--- config.mk ---
export PLATFORM = sky130hd
export DESIGN_NAME = bist_pll_undersample_ctrl
export DESIGN_NICKNAME = d
export VERILOG_FILES = /design/src/rtl/bist_pkg.sv /design/src/rtl/bist_beat_tracker.sv /design/src/rtl/bist_limit_chain.sv /design/src/rtl/bist_result_port.sv /design/src/rtl/bist_pll_undersample_ctrl.sv
export SDC_FILE = /design/constraint.sdc
export NUM_CORES = 1
export LEC_CHECK = 0
export BUFFER_PORTS_ARGS = -buffer_cell sky130_fd_sc_hd__buf_2
export CORE_ASPECT_RATIO = 1.5
export CORE_MARGIN = 2
export CORE_UTILIZATION = 38
export CTS_BUF_LIST = sky130_fd_sc_hd__clkbuf_4 sky130_fd_sc_hd__clkbuf_8
export DETAILED_ROUTE_END_ITERATION = 6
export PLACE_DENSITY = 0.52
export SLEW_MARGIN = 20
export SYNTH_ARGS = -nofsm -noshare
export SYNTH_HDL_FRONTEND = slang
export SYNTH_SLANG_ARGS = --single-unit
--- constraint.sdc ---
create_clock -name clk -period 7.9 [get_ports clk]
set_input_delay 1.58 -clock clk [delete_from_list [all_inputs] [get_ports clk]]
set_output_delay 1.58 -clock clk [all_outputs]
set_load 0.03 [all_outputs]
--- src/rtl/bist_pkg.sv ---
package bist_pkg;

    localparam int BIST_MW = 16;
    localparam int NMEAS   = 5;

    localparam int M_DUTY  = 0;
    localparam int M_JIT   = 1;
    localparam int M_PHASE = 2;
    localparam int M_RATIO = 3;
    localparam int M_LOCK  = 4;

    typedef logic [BIST_MW-1:0] word_t;

    typedef struct packed {
        word_t len;
        word_t high;
        word_t rises;
        word_t rpos;
        logic  rvalid;
    } beat_t;

    typedef enum logic [1:0] {
        ST_IDLE,
        ST_LOCK,
        ST_MEAS,
        ST_DONE
    } ctl_st_e;

    function automatic word_t sat_inc(word_t a, logic b);
        return (b && (a != '1)) ? word_t'(a + 1'b1) : a;
    endfunction

endpackage

--- src/rtl/bist_beat_tracker.sv ---
module bist_beat_tracker
    import bist_pkg::*;
#(
    parameter int NOUT = 6,
    localparam int SELW = $clog2(NOUT)
) (
    input  logic            clk,
    input  logic            rst_n,
    input  logic [SELW-1:0] sel,
    input  logic            samp_ref,
    input  logic [NOUT-1:0] samp_out,
    output logic            ref_rise,
    output beat_t           cur
);

    typedef struct packed {
        beat_t b;
        logic  ref_prev;
        logic  out_prev;
    } trk_t;

    trk_t q, d;
    logic obit, orise;

    always_comb begin
        obit     = (int'(sel) < NOUT) ? samp_out[sel] : 1'b0;
        orise    = obit & ~q.out_prev;
        ref_rise = samp_ref & ~q.ref_prev;
        d          = q;
        d.ref_prev = samp_ref;
        d.out_prev = obit;
        if (ref_rise) begin
            d.b.len    = word_t'(1);
            d.b.high   = word_t'(obit);
            d.b.rises  = word_t'(orise);
            d.b.rpos   = '0;
            d.b.rvalid = orise;
        end else begin
            d.b.len   = sat_inc(q.b.len, 1'b1);
            d.b.high  = sat_inc(q.b.high, obit);
            d.b.rises = sat_inc(q.b.rises, orise);
            if (orise && !q.b.rvalid) begin
                d.b.rpos   = q.b.len;
                d.b.rvalid = 1'b1;
            end
        end
    end

    always_ff @(posedge clk or negedge rst_n) begin
        if (!rst_n) q <= '0;
        else        q <= d;
    end

    assign cur = q.b;

    // a beat in progress never holds more high samples than samples
    a_r2_high_within_len: assert property (@(posedge clk) disable iff (!rst_n)
        $past(ref_rise) |-> (cur.high <= cur.len));

endmodule

--- src/rtl/bist_limit_chain.sv ---
module bist_limit_chain
    import bist_pkg::*;
#(
    parameter int N  = NMEAS,
    parameter int MW = BIST_MW,
    localparam int W = 2 * N * MW
) (
    input  logic                  clk,
    input  logic                  rst_n,
    input  logic                  shift_en,
    input  logic                  si,
    output logic [N-1:0][MW-1:0]  lim_lo,
    output logic [N-1:0][MW-1:0]  lim_hi
);

    logic [W-1:0] chain_q, chain_d;

    always_comb begin
        chain_d = chain_q;
        if (shift_en) chain_d = {si, chain_q[W-1:1]};
    end

    always_ff @(posedge clk or negedge rst_n) begin
        if (!rst_n) chain_q <= '0;
        else        chain_q <= chain_d;
    end

    for (genvar m = 0; m < N; m++) begin : g_field
        assign lim_lo[m] = chain_q[2*m*MW      +: MW];
        assign lim_hi[m] = chain_q[2*m*MW + MW +: MW];
    end

    // limits hold whenever no shift is requested
    a_r9_limits_hold: assert property (@(posedge clk) disable iff (!rst_n)
        !shift_en |=> $stable(lim_lo) && $stable(lim_hi));

endmodule

--- src/rtl/bist_result_port.sv ---
module bist_result_port #(
    parameter int W = 87
) (
    input  logic         clk,
    input  logic         rst_n,
    input  logic         capture,
    input  logic         shift_en,
    input  logic [W-1:0] pdata,
    output logic         so
);

    logic [W-1:0] sr_q, sr_d;

    always_comb begin
        sr_d = sr_q;
        if (capture)       sr_d = pdata;
        else if (shift_en) sr_d = {1'b0, sr_q[W-1:1]};
    end

    always_ff @(posedge clk or negedge rst_n) begin
        if (!rst_n) sr_q <= '0;
        else        sr_q <= sr_d;
    end

    assign so = sr_q[0];

    // a capture presents bit 0 of the status word on the serial output
    a_r13_capture_bit0: assert property (@(posedge clk) disable iff (!rst_n)
        capture |=> (so == $past(pdata[0])));

endmodule

--- src/rtl/bist_pll_undersample_ctrl.sv ---
module bist_pll_undersample_ctrl
    import bist_pkg::*;
#(
    parameter int NOUT       = 6,
    parameter int BEATW      = 11,
    parameter int LOCK_BEATS = 4,
    parameter int LOCK_TMO   = 1000,
    localparam int SELW = $clog2(NOUT),
    localparam int CW   = $clog2(LOCK_BEATS + 1),
    localparam int RW   = NMEAS * BIST_MW + NMEAS + 2
) (
    input  logic             clk,
    input  logic             rst_n,
    input  logic             start,
    input  logic [SELW-1:0]  out_sel,
    input  logic [BEATW-1:0] cfg_beats,
    input  logic             samp_ref,
    input  logic [NOUT-1:0]  samp_out,
    input  logic             lim_shift,
    input  logic             lim_si,
    input  logic             rd_capture,
    input  logic             rd_shift,
    output logic             rd_so,
    output logic             done
);

    typedef struct packed {
        ctl_st_e                  st;
        logic                     synced;
        word_t                    cyc;
        logic [CW-1:0]            cons;
        logic [BEATW-1:0]         nb;
        word_t                    rmin;
        word_t                    rmax;
        logic                     rany;
        logic [NMEAS-1:0][BIST_MW-1:0] res;
        logic [NMEAS-1:0]         pass;
        logic                     fail;
        logic                     tmo;
        logic                     done;
    } ctl_t;

    ctl_t  q, d;
    beat_t cur;
    logic  ref_rise;
    logic [NMEAS-1:0][BIST_MW-1:0] lim_lo, lim_hi;

    bist_beat_tracker #(.NOUT(NOUT)) u_trk (
        .clk      (clk),
        .rst_n    (rst_n),
        .sel      (out_sel),
        .samp_ref (samp_ref),
        .samp_out (samp_out),
        .ref_rise (ref_rise),
        .cur      (cur)
    );

    bist_limit_chain #(.N(NMEAS), .MW(BIST_MW)) u_lim (
        .clk      (clk),
        .rst_n    (rst_n),
        .shift_en (lim_shift),
        .si       (lim_si),
        .lim_lo   (lim_lo),
        .lim_hi   (lim_hi)
    );

    logic [BEATW-1:0]              nb_n, beats_eff;
    logic [NMEAS-1:0][BIST_MW-1:0] fin;
    logic [NMEAS-1:0]              pass_n;
    word_t                         rmin_n, rmax_n;
    logic                          rany_n, in_ratio;

    always_comb begin
        d         = q;
        nb_n      = q.nb + 1'b1;
        beats_eff = (cfg_beats == '0) ? BEATW'(1) : cfg_beats;
        fin       = q.res;
        pass_n    = '0;
        rmin_n    = q.rmin;
        rmax_n    = q.rmax;
        rany_n    = q.rany;
        in_ratio  = (cur.rises >= lim_lo[M_RATIO]) && (cur.rises <= lim_hi[M_RATIO]);

        unique case (q.st)
            ST_LOCK: begin
                d.cyc = q.cyc + 1'b1;
                if (ref_rise) begin
                    if (!q.synced) begin
                        d.synced = 1'b1;
                    end else if (in_ratio) begin
                        d.cons = q.cons + 1'b1;
                        if (int'(q.cons) + 1 == LOCK_BEATS) begin
                            d.res[M_LOCK] = q.cyc + 1'b1;
                            d.st          = ST_MEAS;
                            d.nb          = '0;
                        end
                    end else begin
                        d.cons = '0;
                    end
                end
                if ((d.st == ST_LOCK) && (int'(q.cyc) + 1 >= LOCK_TMO)) begin
                    d.tmo  = 1'b1;
                    d.fail = 1'b1;
                    d.done = 1'b1;
                    d.st   = ST_DONE;
                end
            end
            ST_MEAS: begin
                if (ref_rise) begin
                    if (cur.rvalid) begin
                        rany_n = 1'b1;
                        if (cur.rpos < q.rmin) rmin_n = cur.rpos;
                        if (cur.rpos > q.rmax) rmax_n = cur.rpos;
                    end
                    if (q.nb == '0) fin[M_PHASE] = cur.rvalid ? cur.rpos : '1;
                    d.rmin = rmin_n;
                    d.rmax = rmax_n;
                    d.rany = rany_n;
                    d.nb   = nb_n;
                    if (nb_n == beats_eff) begin
                        fin[M_DUTY]  = cur.high;
                        fin[M_RATIO] = cur.rises;
                        fin[M_JIT]   = rany_n ? word_t'(rmax_n - rmin_n) : '0;
                        for (int m = 0; m < NMEAS; m++) begin
                            pass_n[m] = (fin[m] >= lim_lo[m]) && (fin[m] <= lim_hi[m]);
                        end
                        d.pass = pass_n;
                        d.fail = ~&pass_n;
                        d.done = 1'b1;
                        d.st   = ST_DONE;
                    end
                    d.res = fin;
                end
            end
            default: ;
        endcase

        if (start) begin
            d      = '0;
            d.st   = ST_LOCK;
            d.rmin = '1;
        end
    end

    always_ff @(posedge clk or negedge rst_n) begin
        if (!rst_n) q <= '0;
        else        q <= d;
    end

    bist_result_port #(.W(RW)) u_rd (
        .clk      (clk),
        .rst_n    (rst_n),
        .capture  (rd_capture),
        .shift_en (rd_shift),
        .pdata    ({q.tmo, q.fail, q.pass, q.res}),
        .so       (rd_so)
    );

    assign done = q.done;

    // start clears completion and status
    a_r1_start_clears: assert property (@(posedge clk) disable iff (!rst_n)
        start |=> !done && !q.fail && !q.tmo && (q.pass == '0));

    // a timeout always reports failure with no passing measurement
    a_r8_timeout_fails: assert property (@(posedge clk) disable iff (!rst_n)
        q.tmo |-> q.fail && (q.pass == '0) && done);

    // a finished run stays frozen until the next start
    a_r11_frozen: assert property (@(posedge clk) disable iff (!rst_n)
        (done && !start) |=> done && $stable(q.res) && $stable(q.pass) && $stable(q.fail));

    // the jitter window keeps its bounds ordered
    a_r4_bounds_ordered: assert property (@(posedge clk) disable iff (!rst_n)
        q.rany |-> (q.rmax >= q.rmin));

    // a lock reached without timeout lies inside the timeout window
    a_r7_lock_in_window: assert property (@(posedge clk) disable iff (!rst_n)
        (done && !q.tmo) |-> (int'(q.res[M_LOCK]) < LOCK_TMO));

endmodule

==> results of run 1 <==
[metal layers]
| metal | wire length, µm | track usage, % |
|---|---|---|
| met4 | 3520 | 11.1 |
| met3 | 2170 | 2.81 |
| met2 | 33800 | 35.1 |
| met1 | 25000 | 20.9 |
| met5 | 0 | 0 |
[logic make-up after synthesis]
kind of cell	count (synthesis)	synth area share [%]
simple gates	803	14.1
compound gates	706	16.7
flops	468	46.1
buf+inv	344	5.37
fa+ha+maj	216	10.7
mux	108	4.37
xor+xnor	80	2.76
[per-stage QoR]
stage	instance area [µm²]	utilization, %
after global routing	28000	42.1
final	28000	42.1
after floorplan	25400	-
after global placement	26400	39.6
after CTS	28000	42.1
after detailed placement	26400	39.6
[cells in the final DEF (no fill, tap or decap), drive strengths merged, types with 17 or more instances in the layout]
| cell type | n |
|---|---|
| nand2 | 419 |
| a22oi | 17 |
| mux2i | 94 |
| a22o | 56 |
| xor2 | 40 |
| nand4 | 37 |
| buf | 47 |
| nand3 | 34 |
| nor3 | 19 |
| ha | 215 |
| clkbuf | 125 |
| xnor2 | 40 |
| and3 | 17 |
| a21oi | 131 |
| nor2 | 178 |
| inv | 222 |
| or3 | 23 |
| o21ai | 377 |
| a21o | 40 |
| dfrtp | 468 |
| nor2b | 18 |
[power breakdown]
part	internal [W]	leakage [nW]	switching (W)
Clock	0.00123	0.884	0.00105
Sequential	0.00258	6.30	0.000138
Combinational	0.000538	5.97	0.000862
[worst min-delay path, stage by stage (launching register included)]
cell,delay [ns]
dfrtp_1,0.33
nand2_1,0.04
o21ai_0,0.06
[path summary, 6_finish.rpt]
check | slack [ns] | end | cells after the start
worst max-delay path | 1.23 | q[2] | 25
worst min-delay path | 0.47 | u_lim.chain_q[101] | 2
worst max register to register | 1.23 | q[2] | 25
worst min register to register | 0.47 | u_lim.chain_q[101] | 2
max in group asynchronous | 5.37 | u_trk.cur[58] | 2
min in group asynchronous | 0.96 | u_lim.chain_q[159] | 1
[sequential cells by signal (all words and copies together) (netlist names)]
register	cells
u_lim.chain_q	160
q	137
u_rd.sr_q	87
u_trk.cur	65
fin	16
u_trk.q	2
done	1
[cell type report]
class / instances / share of cell area [%]
multi-input cells: 1913 / 44.2
flip-flops and latches: 468 / 41.8
clock buffers: 124 / 5.43
well taps: 885 / 3.96
inverters: 216 / 2.90
repair buffers: 48 / 1.25
clock inverters: 15 / 0.407
diodes: 1 / 0.00894
==> impl_metrics.py, run 1 <==
metrics = {
    "run": {
        "max_cap_viol_count": 0,
    },
    "detailed_routing": {
        "drt-wirelength-per-cell_um": 17.6,
        "wl_um": 64400,
        "drtIter0Drc": 951,
        "firstDrtPassIters": 5,
        "vias": 19200,
        "drc": 0,
        "viasPerCell": 5.23,
        "ant_nets": 0,
    },
    "yosys": {
        "post-synth-top-count-cell": "dfrtp_1",
        "synth_edf_count": 0,
        "synth_cells": 2725,
        "synthArstFlopShare_pct": 100,
        "synth_top_flop_cell": "dfrtp_1",
        "synth_area_mm2": 0.0254,
        "ys_ff_latch": 468,
        "synth_nets": 2969,
        "synthDistinctLibCells": 81,
        "synth_top_area_share_pct": 46.1,
        "synth_commonest_cells": "468 x dfrtp_1, 419 x nand2_1, 362 x o21ai_0, 215 x ha_1, 215 x inv_1",
        "yosysWarnings": 0,
        "synth_top_area_cell": "dfrtp_1",
        "synth.area.top_cells": "dfrtp_1 46%, ha_1 11%, o21ai_0 7.1%",
        "syn_avg_cell_area_um2": 9.33,
        "yosysSeqAreaShare_pct": 46.1,
    },
    "hold_path": {
        "worst_hold_startpoint": "u_lim.chain_q[102]",
        "hold_path.class": "reg -> reg",
    },
    "clock_network": {
        "ctsResizeCount": 0,
        "cts_tree": "done",
        "cts_sinks": 468,
        "numCtsBuffers": 79,
        "clkTransAtPathRegs_ns": 0.06,
        "clockRootBuffer": "clkbuf_8",
        "cts-htree-levels": 3,
        "post-cts-setup-buffers": 0,
        "clock_latency_ns": 0.69,
        "clockBufferDepth": 3,
        "postCtsHoldBufs": 0,
    },
    "worst_setup_path": {
        "crit_path_end_kind": "register",
        "cp-start-kind": "register",
        "worst_path_max_delay_cell": "nor2_2",
        "path_buf_inv": 0,
        "critPathMostFrequentCell": "o21ai_0",
        "max_stage_delay_ns": 0.69,
        "worstSetupPathType": "reg -> reg",
        "crit_arrival_ns": 7.22,
        "rr_startpoint": "u_trk.cur[8]",
        "cp-startpoint": "u_trk.cur[8]",
        "crit_fanout": 22,
        "critPathTopFamily": "compound AO/OA/AOI/OAI gates",
        "required_ns": 8.45,
    },
    "cells_and_area": {
        "nets": 2970,
        "syn_to_final_growth_pct": 10.1,
        "seq_area_mm2": 0.0117,
        "nFillCells": 6692,
        "drive_above_1_share_pct": 8.66,
        "multi_input_area_mm2": 0.0124,
        "final_cells": 3670,
    },
    "global_routing": {
        "grt_usage_pct": 19.1,
        "grt_pass1_wl_um": 105000,
        "grt_max_degree": 167,
        "grt_antenna_before_repair": 1,
        "grt_overflow": 0,
        "grt_pass1_vias": 19900,
    },
    "place": {
        "dp_hpwl_um": 45300,
        "portBuffers": 29,
        "gp_congestion": 0.961,
        "placed_cells": 3530,
        "dpl_worst_slack_ns": 1.38,
    },
    "floorplanning": {
        "rows": 116,
        "core_area_mm2": 0.0665,
        "start_util_pct": 38.2,
        "die_x_um": 215,
        "die_h_um": 321,
        "io_pins": 30,
        "dieArea_mm2": 0.0690,
    },
    "sta": {
        "rsz0062_at_grt": "false",
        "finalCritPeriodShare_pct": 84.4,
        "slew_headroom_pct": 32.0,
        "finalSetupViolations": 0,
        "worst_slew_pin_slew_ns": 1.01,
        "slew_violations": 0,
        "finalClockSkew_ns": 0.0295,
        "max_freq_ghz": 0.150,
        "hold_ws_ns": 0.467,
        "setup_ws_ns": 1.23,
        "finalHoldViolCount": 0,
        "tns_ns": 0,
        "period_minus_slack_ns": 6.67,
    },
    "run_status": {
        "status": "completed",
    },
    "pwr": {
        "finalPower_w": 0.00640,
        "p_leak_nw": 13.2,
        "max-vdd-ir-drop_mv": 0.107,
        "pwr_density_cell_mw_per_mm2": 229,
    },
}
No activity file was read; power rests on OpenSTA's default activity.
==> inputs of run 2 (changes only) <==
- ABC_AREA: default -> 1
- PLACE_DENSITY: 0.52 -> 0.53
- clock period: 7.9 -> 5.4 ns (I/O delays scaled with it)
==> impl_metrics.py, run 2 <==
metrics = {
    "run_status": {
        "status": "completed",
    },
    "pwr": {
        "p_clk_share_pct": 34.9,
        "pwr_density_cell_mw_per_mm2": 353,
        "sw_frac_of_total_pct": 33.3,
        "combPwrFrac_pct": 25.6,
        "seq_power_share_pct": 39.5,
        "max-vdd-ir-drop_mv": 0.249,
        "p_leak_nw": 14.1,
        "switchingPower_w": 0.00340,
        "intPower_w": 0.00681,
    },
    "detailed_routing": {
        "firstDrtPassIters": 5,
        "drc": 0,
        "wl_um": 66400,
        "drt-wirelength-per-cell_um": 15.9,
        "viasPerCell": 5.11,
        "drtIter0Drc": 1303,
        "ant_nets": 0,
        "vias": 21300,
    },
    "yosys": {
        "synth_commonest_cells": "685 x nand2_1, 468 x dfrtp_1, 454 x inv_1, 381 x o21ai_0, 218 x nor2_1",
        "synth.area.top_cells": "dfrtp_1 45%, ha_1 10%, nand2_1 9.9%",
        "synth_top_area_share_pct": 45.3,
        "synth_top_flop_cell": "dfrtp_1",
        "ys_ff_latch": 468,
        "synth_cells": 3188,
        "post-synth-top-count-cell": "nand2_1",
        "synth_area_mm2": 0.0259,
        "synth_top_area_cell": "dfrtp_1",
        "synth_edf_count": 0,
        "synthDistinctLibCells": 54,
        "syn_avg_cell_area_um2": 8.11,
        "yosysSeqAreaShare_pct": 45.3,
        "yosysWarnings": 0,
        "synthArstFlopShare_pct": 100,
        "synth_nets": 3432,
    },
    "cells_and_area": {
        "final_common_cell": "nand2_1",
        "nFillCells": 6832,
        "nets": 3460,
        "largest_register_ffs": 160,
        "drive_above_1_share_pct": 8.39,
        "reg_top3": "u_lim.chain_q: 160 flops, q: 137 flops, u_rd.sr_q: 87 flops",
        "syn_to_final_growth_pct": 11.7,
        "top_register": "u_lim.chain_q",
        "layout_common_cells": "683 x nand2_1, 467 x dfrtp_1, 452 x inv_1",
        "final_cells": 4173,
        "final_design_area_no_fill_mm2": 0.0289,
    },
    "place": {
        "placed_cell_area_mm2": 0.0270,
        "placed_cells": 4023,
        "dp_hpwl_um": 46700,
        "portBuffers": 29,
        "gp_congestion": 0.884,
    },
    "hold_path": {
        "hold_path.class": "in -> async",
    },
    "worst_setup_path": {
        "worst_path_max_delay_cell": "dfrtp_1",
        "crit_arrival_ns": 5.53,
        "reg2reg_to": "q[2]",
        "worstSetupPathType": "reg -> reg",
        "crit_fanout": 24,
        "regToRegSetupSlack_ns": 0.43,
        "max_stage_delay_ns": 0.43,
        "rr_startpoint": "u_trk.cur[16]",
        "r2r_cells": 26,
        "required_ns": 5.96,
        "crit_path_end_kind": "register",
        "cp-start-kind": "register",
    },
    "clock_network": {
        "cts_tree": "done",
        "numCtsBuffers": 81,
        "clkTransAtPathRegs_ns": 0.06,
        "clock_latency_ns": 0.68,
        "cts_sinks": 468,
        "clockRootBuffer": "clkbuf_8",
        "clockBufferDepth": 3,
        "cts-htree-levels": 3,
    },
    "sta": {
        "slew_headroom_pct": 33.1,
        "slew_violations": 0,
        "period_minus_slack_ns": 4.97,
        "finalSetupViolations": 0,
        "worst_slew_pin_slew_ns": 0.997,
        "finalCritPeriodShare_pct": 92.1,
        "finalClockSkew_ns": 0.0258,
        "max_freq_ghz": 0.201,
        "finalHoldViolCount": 0,
        "tns_ns": 0,
        "rsz0062_at_grt": "false",
    },
    "global_routing": {
        "grt_pass1_vias": 21500,
        "grt_max_degree": 128,
        "grt_pass1_wl_um": 110000,
        "grt_overflow": 0,
        "grt_usage_pct": 19.3,
        "grt_antenna_before_repair": 2,
    },
    "run": {
        "max_cap_viol_count": 0,
    },
    "floorplanning": {
        "start_util_pct": 38.2,
        "die_x_um": 217,
        "rows": 117,
        "io_pins": 30,
        "die_h_um": 323,
        "dieArea_mm2": 0.0702,
        "core_area_mm2": 0.0676,
    },
}
-- run 2: cell types whose count changed after synthesis, sizes merged, moves of 56 or more --
cell,delta
inv,+242
nand3,+86
a22o,-56
o22ai,+86
mux2i,-94
nand2,+272
-- run 2: worst max-delay path, delay by kind of cell (launching register included) --
family,cells,cell delay [ns]
and+or+nand+nor,15,1.56
AOI/OAI and AO/OA,6,1.58
DFF,1,0.43
adders and majority gates,3,1.05
buffers and inverters,2,0.24
-- run 2: logic make-up after synthesis --
group,Yosys count,share of synthesized area [%]
AOI/OAI and AO/OA,736,16.0
xor gates and xnor gates,26,0.881
adders and majority gates,216,10.5
buffers and inverters,586,8.76
DFF,468,45.3
and+or+nand+nor,1156,18.6
-- run 2: per-layer routing --
| metal | GRT usage, % | part of all wire (%) | up-vias | wire length [µm] |
|---|---|---|---|---|
| met2 | 34.3 | 50 | 339 | 33100 |
| met5 | 0 | 0 | - | 0 |
| met3 | 2.45 | 3.0 | 122 | 2020 |
| met4 | 8.07 | 3.2 | 0 | 2130 |
| li1 | - | - | 10600 | - |
| met1 | 23.7 | 44 | 10300 | 29100 |
-- run 2: area by class of cell --
type / instances / area, µm² / share of cell area (%)
clock inverters: 15 / 148 / 0.511
repair buffers: 69 / 563 / 1.95
clock buffers: 131 / 1650 / 5.70
well taps: 892 / 1120 / 3.86
flip-flops and latches: 468 / 11700 / 40.6
multi-input cells: 2135 / 12000 / 41.4
diodes: 2 / 5.00 / 0.0173
inverters: 461 / 1730 / 6.00
-- run 2: stage by stage --
stage | setup slack [ns] | hold slack (ns) | utilization (%) | total power (W)
floorplan | 0.875 | 0.437 | - | 0.00581
global placement | 0.245 | 0.450 | 39.9 | 0.00662
detailed placement | 0.138 | 0.453 | 39.9 | 0.00667
CTS | 0.0988 | 0.401 | 42.6 | 0.0103
global route | 0.0301 | 0.443 | 42.7 | 0.0109
finish | 0.427 | 0.409 | 42.7 | 0.0102
-- run 2: repair_timing --
action,in CTS,in global routing
setup endpoints to repair,0,2
resized for setup,0,26
hold buffers,0,0
setup buffers,0,1
-- run 2: worst max-delay path by stage --
| stage | start | endpoint | slack, ns |
|---|---|---|---|
| 5_1_grt | q[98] | q[2] | 0.03 |
| 6_report | u_trk.cur[16] | q[2] | 0.43 |
| 3_3_place_gp | u_trk.cur[6] | q[2] | 0.25 |
| 2_1_floorplan | u_trk.cur[16] | q[2] | 0.88 |
| 3_5_place_dp | q[120] | q[2] | 0.14 |
| 4_1_cts | q[120] | q[2] | 0.1 |
-- run 2: power groups by stage --
stage | logic (W) | clock network (W) | registers (W)
floorplan | 0.00178 | 0 | 0.00403
global placement | 0.00254 | 0 | 0.00408
detailed placement | 0.00258 | 0 | 0.00409
CTS | 0.00260 | 0.00370 | 0.00403
global route | 0.00303 | 0.00384 | 0.00407
finish | 0.00261 | 0.00356 | 0.00403
==> inputs of run 3 (changes only) <==
- CORE_UTILIZATION: 38 -> 55
- PLACE_DENSITY: 0.53 -> 0.7
- clock period: 5.4 -> 4.7 ns (I/O delays scaled with it)
==> impl_metrics.py, run 3 (synthesis gave the netlist of run 2 again) <==
metrics = {
    "detailed_routing": {
        "firstDrtPassIters": 6,
        "vias": 21900,
        "viasPerCell": 5.56,
        "wl_um": 65300,
        "drtIter0Drc": 1309,
        "ant_nets": 0,
        "drt-wirelength-per-cell_um": 16.6,
        "drc": 0,
    },
    "clock_network": {
        "cts_tree": "done",
        "numCtsBuffers": 76,
        "postCtsHoldBufs": 0,
        "clock_latency_ns": 0.67,
        "clkTransAtPathRegs_ns": 0.06,
        "clockRootBuffer": "clkbuf_8",
        "cts_sinks": 468,
        "clockBufferDepth": 3,
        "cts-htree-levels": 3,
    },
    "worst_setup_path": {
        "max_stage_delay_ns": 0.46,
        "required_ns": 5.26,
        "critPathTopFamily": "simple AND/OR/NAND/NOR gates",
        "critPathMostFrequentCell": "nand2_1",
        "cp-start-kind": "register",
        "worstSetupPathType": "reg -> reg",
        "crit_path_end_kind": "register",
        "worst_path_max_delay_cell": "dfrtp_1",
        "crit_fanout": 8,
        "path_buf_inv": 5,
        "crit_arrival_ns": 5.19,
    },
    "cells_and_area": {
        "nets": 3531,
        "largest_register_ffs": 160,
        "nFillCells": 4027,
        "final_common_cell": "nand2_1",
        "syn_to_final_growth_pct": 13.2,
        "reg_top3": "u_lim.chain_q: 160 flops, q: 137 flops, u_rd.sr_q: 87 flops",
        "layout_common_cells": "676 x nand2_1, 467 x dfrtp_1, 446 x inv_1",
        "drive_above_1_share_pct": 12.0,
        "top_register": "u_lim.chain_q",
    },
    "global_routing": {
        "grt_antenna_before_repair": 1,
        "grt_pass1_vias": 22400,
        "grt_overflow": 0,
        "grt_max_degree": 144,
        "grt_usage_pct": 27.2,
        "grt_pass1_wl_um": 108000,
    },
    "sta": {
        "finalCritPeriodShare_pct": 98.7,
        "finalClockSkew_ns": 0.0204,
        "slew_violations": 0,
        "slew_headroom_pct": 34.6,
        "rsz0062_at_grt": "true",
        "setup_ws_ns": 0.0630,
        "worst_slew_pin_slew_ns": 0.974,
        "tns_ns": 0,
        "max_freq_ghz": 0.216,
        "finalSetupViolations": 0,
        "hold_ws_ns": 0.388,
        "period_minus_slack_ns": 4.64,
        "finalHoldViolCount": 0,
    },
    "place": {
        "portBuffers": 29,
        "gp_congestion": 0.932,
        "dpl_worst_slack_ns": -0.144,
        "dp_hpwl_um": 46100,
    },
    "floorplanning": {
        "core_area_mm2": 0.0466,
        "io_pins": 30,
        "rows": 97,
        "die_x_um": 181,
        "die_h_um": 270,
        "dieArea_mm2": 0.0488,
        "start_util_pct": 55.5,
    },
    "run": {
        "max_cap_viol_count": 0,
    },
    "pwr": {
        "pwr_density_cell_mw_per_mm2": 411,
        "finalPower_w": 0.0120,
        "max-vdd-ir-drop_mv": 0.360,
        "p_leak_nw": 14.4,
    },
    "hold_path": {
        "hold_path.class": "in -> async",
    },
    "run_status": {
        "status": "completed",
    },
}
[run 3: final cells by class]
| type | instances | area (µm²) | area share [%] |
|---|---|---|---|
| antenna | 1 | 2.50 | 0.00855 |
| clock buffer | 112 | 1400 | 4.77 |
| timing repair buffer | 145 | 1210 | 4.15 |
| clock inverter | 14 | 159 | 0.543 |
| multi-input combinational | 2135 | 12300 | 42.1 |
| sequential | 468 | 11700 | 40.0 |
| tap | 594 | 743 | 2.54 |
| inverter | 461 | 1730 | 5.92 |
[run 3: worst register-to-register path, delay by kind of cell, from the launching register on]
family          cells  cell delay, ns
simple gates       17            1.63
compound gates      5            0.97
fa+ha+maj           3            0.96
buf+inv             5            0.51
flops               1            0.46
[run 3: path summary, 6_finish.rpt]
path | startpoint | endpoint | slack [ns] | cells past startpoint
min in group clk | samp_ref | u_trk.q[1] | 0.43 | 1
max in group asynchronous | rst_n | u_lim.chain_q[121] | 3.21 | 2
hold reg to reg | u_lim.chain_q[95] | u_lim.chain_q[94] | 0.46 | 2
setup / recovery | u_trk.cur[11] | q[2] | 0.06 | 30
hold / removal | rst_n | u_trk.cur[13] | 0.39 | 1
setup reg to reg | u_trk.cur[11] | q[2] | 0.06 | 30
[run 3: timing repair]
item,4_1_cts,5_1_grt
cloned,0,4
hold endpoints to repair,0,0
pin swaps,0,43
endpoints found under the setup margin,2,2
resized for setup,16,115
buffers inserted,0,8
[run 3: power breakdown]
part	internal, W	switching (W)
sequential	0.00439	0.000237
clock	0.00206	0.00165
combinational	0.00152	0.00216
total	0.00797	0.00405
[run 3: layer usage]
metal  GRT usage [%]  wire length, µm
met1            30.9            25900
met2            50.4            34600
met3            3.35             2270
met4            13.0             2540
met5               0                0
[run 3: metrics by stage]
stage	instance area, µm²	std cells	util [%]
after CTS	28700	3918	61.6
after floorplan	25900	3188	-
after global routing	29300	3930	62.8
after detailed placement	27100	3792	58.2
after global placement	27100	3792	58.2
final	29300	3930	62.8
